<file path="src/rtl/pin_bank_pkg.sv">
package pin_bank_pkg;
  typedef enum logic [1:0] {
    TGT_NONE = 2'd0,
    TGT_OE   = 2'd1,
    TGT_LVL  = 2'd2,
    TGT_DBG  = 2'd3
  } reg_target_e;
endpackage

</file>
<file path="src/rtl/pin_bank_decode.sv">
module pin_bank_decode #(
  parameter int NUM_BANKS = 4,
  parameter int ADDR_W    = 5,
  parameter int OE_BASE   = 5,
  parameter int LVL_BASE  = 9,
  parameter int DBG_ADDR  = 14
) (
  input  logic                 wr_en,
  input  logic [ADDR_W-1:0]    wr_addr,
  output logic [NUM_BANKS-1:0] oe_we,
  output logic [NUM_BANKS-1:0] lvl_we,
  output logic                 dbg_we,
  output pin_bank_pkg::reg_target_e target
);
  import pin_bank_pkg::*;

  for (genvar b = 0; b < NUM_BANKS; b++) begin : g_bank
    assign oe_we[b]  = wr_en && (wr_addr == ADDR_W'(OE_BASE + b));
    assign lvl_we[b] = wr_en && (wr_addr == ADDR_W'(LVL_BASE + b));
  end

  assign dbg_we = wr_en && (wr_addr == ADDR_W'(DBG_ADDR));

  always_comb begin
    if (|oe_we)       target = TGT_OE;
    else if (|lvl_we) target = TGT_LVL;
    else if (dbg_we)  target = TGT_DBG;
    else              target = TGT_NONE;
  end
endmodule

</file>
<file path="src/rtl/pin_bank_mask_reg.sv">
module pin_bank_mask_reg #(
  parameter int WIDTH = 16
) (
  input  logic             clk,
  input  logic             rst_n,
  input  logic             we,
  input  logic [WIDTH-1:0] mask,
  input  logic [WIDTH-1:0] value,
  output logic [WIDTH-1:0] q
);
  logic [WIDTH-1:0] next_q;

  always_comb begin
    next_q = (q & ~mask) | (value & mask);
  end

  always_ff @(posedge clk or negedge rst_n) begin
    if (!rst_n)  q <= '0;
    else if (we) q <= next_q;
  end
endmodule

</file>
<file path="src/rtl/pin_bank_out_mux.sv">
module pin_bank_out_mux #(
  parameter int PIN_W = 16
) (
  input  logic             sel_dbg,
  input  logic [PIN_W-1:0] reg_oe,
  input  logic [PIN_W-1:0] reg_lvl,
  input  logic [PIN_W-1:0] dbg_oe,
  input  logic [PIN_W-1:0] dbg_lvl,
  output logic [PIN_W-1:0] pad_oe,
  output logic [PIN_W-1:0] pad_lvl
);
  always_comb begin
    if (sel_dbg) begin
      pad_oe  = dbg_oe;
      pad_lvl = dbg_lvl;
    end else begin
      pad_oe  = reg_oe;
      pad_lvl = reg_lvl;
    end
  end
endmodule

</file>
<file path="src/rtl/pin_bank_regs.sv">
module pin_bank_regs #(
  parameter int NUM_BANKS = 4,
  parameter int PIN_W     = 16,
  parameter int ADDR_W    = 5,
  parameter int OE_BASE   = 5,
  parameter int LVL_BASE  = 9,
  parameter int DBG_ADDR  = 14,
  localparam int DATA_W   = 2 * PIN_W,
  localparam int BUS_W    = NUM_BANKS * PIN_W
) (
  input  logic              clk,
  input  logic              rst_n,
  input  logic              wr_en,
  input  logic [ADDR_W-1:0] wr_addr,
  input  logic [DATA_W-1:0] wr_data,
  input  logic [BUS_W-1:0]  dbg_oe,
  input  logic [BUS_W-1:0]  dbg_out,
  output logic [BUS_W-1:0]  pin_oe,
  output logic [BUS_W-1:0]  pin_out
);
  logic [NUM_BANKS-1:0] oe_we;
  logic [NUM_BANKS-1:0] lvl_we;
  logic                 dbg_we;
  logic [BUS_W-1:0]     oe_q;
  logic [BUS_W-1:0]     val_q;
  logic [NUM_BANKS-1:0] dbg_q;
  pin_bank_pkg::reg_target_e wr_target;

  logic [PIN_W-1:0] wr_mask;
  logic [PIN_W-1:0] wr_value;
  assign wr_mask  = wr_data[DATA_W-1:PIN_W];
  assign wr_value = wr_data[PIN_W-1:0];

  pin_bank_decode #(
    .NUM_BANKS(NUM_BANKS), .ADDR_W(ADDR_W), .OE_BASE(OE_BASE),
    .LVL_BASE(LVL_BASE), .DBG_ADDR(DBG_ADDR)
  ) decode_i (
    .wr_en(wr_en), .wr_addr(wr_addr), .oe_we(oe_we),
    .lvl_we(lvl_we), .dbg_we(dbg_we), .target(wr_target)
  );

  for (genvar b = 0; b < NUM_BANKS; b++) begin : g_bank
    pin_bank_mask_reg #(.WIDTH(PIN_W)) oe_reg_i (
      .clk(clk), .rst_n(rst_n),
      .we(oe_we[b] && (wr_target == pin_bank_pkg::TGT_OE)),
      .mask(wr_mask), .value(wr_value), .q(oe_q[b*PIN_W +: PIN_W])
    );
    pin_bank_mask_reg #(.WIDTH(PIN_W)) lvl_reg_i (
      .clk(clk), .rst_n(rst_n),
      .we(lvl_we[b] && (wr_target == pin_bank_pkg::TGT_LVL)),
      .mask(wr_mask), .value(wr_value), .q(val_q[b*PIN_W +: PIN_W])
    );
    pin_bank_out_mux #(.PIN_W(PIN_W)) mux_i (
      .sel_dbg(dbg_q[b]),
      .reg_oe(oe_q[b*PIN_W +: PIN_W]), .reg_lvl(val_q[b*PIN_W +: PIN_W]),
      .dbg_oe(dbg_oe[b*PIN_W +: PIN_W]), .dbg_lvl(dbg_out[b*PIN_W +: PIN_W]),
      .pad_oe(pin_oe[b*PIN_W +: PIN_W]), .pad_lvl(pin_out[b*PIN_W +: PIN_W])
    );
  end

  pin_bank_mask_reg #(.WIDTH(NUM_BANKS)) dbg_reg_i (
    .clk(clk), .rst_n(rst_n),
    .we(dbg_we && (wr_target == pin_bank_pkg::TGT_DBG)),
    .mask(wr_mask[NUM_BANKS-1:0]), .value(wr_value[NUM_BANKS-1:0]),
    .q(dbg_q)
  );
endmodule

</file>
<file path="config.mk">
export PLATFORM = sky130hd
export DESIGN_NAME = pin_bank_regs
export DESIGN_NICKNAME = d
export VERILOG_FILES = /design/src/rtl/pin_bank_pkg.sv /design/src/rtl/pin_bank_decode.sv /design/src/rtl/pin_bank_mask_reg.sv /design/src/rtl/pin_bank_out_mux.sv /design/src/rtl/pin_bank_regs.sv
export SDC_FILE = /design/constraint.sdc
export NUM_CORES = 1
export LEC_CHECK = 0
export BUFFER_PORTS_ARGS = -buffer_cell sky130_fd_sc_hd__clkbuf_2
export CORE_UTILIZATION = 46
export DETAILED_ROUTE_END_ITERATION = 7
export PLACE_DENSITY = 0.85
export SYNTH_ARGS = -nofsm -noshare
export SYNTH_HDL_FRONTEND = slang
export SYNTH_HIERARCHICAL = 1
export SYNTH_SLANG_ARGS = --single-unit
</file>
<file path="constraint.sdc">
create_clock -name clk -period 1.1 [get_ports clk]
set_clock_uncertainty 0.15 [all_clocks]
set_input_delay 0.11 -clock clk [delete_from_list [all_inputs] [get_ports clk]]
set_output_delay 0.11 -clock clk [all_outputs]
set_load 0.02 [all_outputs]
</file>
==> results.toml <==
[critical_path]
crit_type = "reg2out"
arrival_ns = 1.58
slowest_delay_ns = 0.42
critPathCaptureType = "primary output"
cp_max_fo = 18
slowest_stage = "dfrtp_2"
critical_path.cell_chain = "buf_12 > mux2_4 > clkbuf_2"
crit_required_ns = 0.84
path_buf_inv = 2
crit_path_start_kind = "flop"
cpLargestDelayFamily = "flip-flops"

[die]
ios = 296
coreArea_mm2 = 0.0173
dieHeight_um = 135
die_x_um = 135
initial_core_util = 0.473
rows = 48
die_area_mm2 = 0.0183

[finish]
fin_util = 0.731
drive_gt1_frac = 0.835
synthToLayoutAreaGrowth_pct = 54.6
fin_cells = 1188
fillers = 1074
fin_nets = 1117
fin_area_mm2 = 0.0126

[timing]
period_share = 1.67
rsz0062_at_grt = "yes"
finalMaxSlewViolations = 0
setup_slack_ns = -0.739
hold_viol_final = 21
finalSetupViolCount = 260
fmax_mhz = 544
period_needed_ns = 1.84
worst_pin_slew_ns = 0.640
slew_headroom = 0.573
fin_setup_tns_ns = -147.08
fin_hold_ws_ns = -0.0198

[routing]
routed_wl_mm = 28.4
vias = 6385
drc = 0
avgRoutedWirePerCell_um = 23.9
routed_via_density = 5.37
ant_nets = 0
first_pass_iters = 4
drt_iter0_drc = 284

[synth]
ys_warn_count = 6
ys_types = 20
ys_seq_area_frac = 0.404
synth_top_cell_area_share = 0.404
synthCells = 591
syn_area_mm2 = 0.00818
synth_area_leader_cell = "dfrtp_1"
ys_ff_latch = 132
synth_area_leaders = "dfrtp_1, mux2_4, mux2_2"
syn-num-nets = 759
synth.avg_cell_area_um2 = 13.8

[global_routing]
grt_max_degree = 34
grt_usage = 0.288
grt_pass1_vias = 6610
grt_overflow = 0
grt_pass1_wl_mm = 38.1
grt_antenna_before_repair = 1

[pwr]
p_leak_nw = 7.27
vdd.ir_drop.worst_v = 0.00107
cellPowerDensity_mw_per_mm2 = 987
p_total_mw = 12.5

[clock_network]
clk_latency_ns = 0.42
hold_buffers = 16
cts.sinks = 132
cts_buffers = 17
cts_buffer_depth = 2
clk_pin_slew_ns = 0.06
cts_tree = "yes"
htree_levels = 4
cts_root_buf = "clkbuf_16"

[placed_design]
dpl.hpwl_mm = 17.2
gp_congestion = 0.835
place_ws_ns = -0.792
dp_cells = 1114
numPortBuffers = 295
dpl_cell_area_mm2 = 0.0100

[min_path]
hp-class = "in2async"

[run_status]
failed_checks = "negative hold slack, negative setup slack"
status = "finished with violations"

[run]
drv_cap = 0
worst register-to-register path, cell delays in order (launching register included):
cell,delay (ns)
dfrtp_2,0.46
buf_12,0.18
mux2_4,0.26
layout by cell type, fill, tap and decap left out, types with 2 or more instances in the layout:
master           n
a211oi_4         2
and3_4           3
and3b_2          8
buf_12          19
buf_16           3
buf_2           10
buf_4           17
buf_6           54
buf_8           11
bufinv_16        2
clkbuf_16       18
clkbuf_2       235
clkbuf_8         3
clkinv_4         4
clkinvlp_4       2
dfrtp_1        128
dfrtp_2          4
dlygate4sd3_1   16
inv_6            5
mux2_2           7
mux2_4         253
nand2_1          5
nand2_2         12
nand2_4        117
nand2b_4         2
nand3_4          2
nor2_1           7
nor3_2           2
kinds of logic (layout without fill, tap and decap cells):
| kind of cell | count (synthesis) | in the layout | synth area share |
|---|---|---|---|
| muxes | 260 | 260 | 0.452 |
| other | 0 | 1 | 0 |
| DFF | 132 | 132 | 0.404 |
| and+or+nand+nor | 161 | 162 | 0.0834 |
| buffers and inverters | 34 | 403 | 0.0580 |
| AOI/OAI and AO/OA | 4 | 5 | 0.00275 |
power breakdown:
group          switching [mW]  total, mW  internal, mW
combinational           0.860       1.64         0.776
clock                    2.42       5.81          3.39
sequential             0.0802       5.03          4.95
what timing repair did:
action | 4_1_cts | 5_1_grt
buffers inserted | 15 | 3
setup endpoints to repair | 260 | 260
gates cloned | 10 | 0
endpoints found under the hold margin | 255 | 11
resized for setup | 295 | 209
pin swaps | 16 | 14
layout make-up:
class	count	area [µm²]	share of cell area
Antenna cell	1	2.50	0.000198
Clock buffer	17	425	0.0337
Clock inverter	15	170	0.0135
Inverter	1	3.75	0.000297
Multi-Input combinational cell	427	5630	0.445
Sequential cell	132	3310	0.262
Tap cell	225	282	0.0223
Timing Repair Buffer	370	2820	0.223
path summary, 6_finish.rpt:
path | from | endpoint | slack [ns] | depth (start not counted)
worst max-delay path | flop | pin_out[52] | -0.74 | 3
worst min-delay path | rst_n | async pin | -0.02 | 2
worst max register to register | flop | flop | -0.06 | 2
worst min register to register | flop | flop | 0.36 | 1
max in group asynchronous | rst_n | async pin | 0.32 | 3
min in group clk | wr_data[3] | flop | 0.02 | 2
synth_stat cells:
master    number
inv_2          1
nand2b_1       3
nand2_1      134
nor2b_4        1
dfrtp_1      132
buf_2          1
buf_12        12
and3b_1        8
mux2_2        56
mux2_4       204
nor2_1         7
and3_1         2
a211oi_1       1
buf_6         20
nor3_1         2
a21oi_1        1
o21ai_1        2
nand3b_1       1
nor3_2         1
nand3_1        2
layer usage:
metal / track usage / vias up / share of wire
met3: 0.0531 / 83 / 0.058
li1: - / 2797 / -
met2: 0.519 / 296 / 0.52
met4: 0.124 / 0 / 0.045
met5: 0 / - / 0
met1: 0.333 / 3209 / 0.38
No activity file was read; power rests on OpenSTA's default activity.
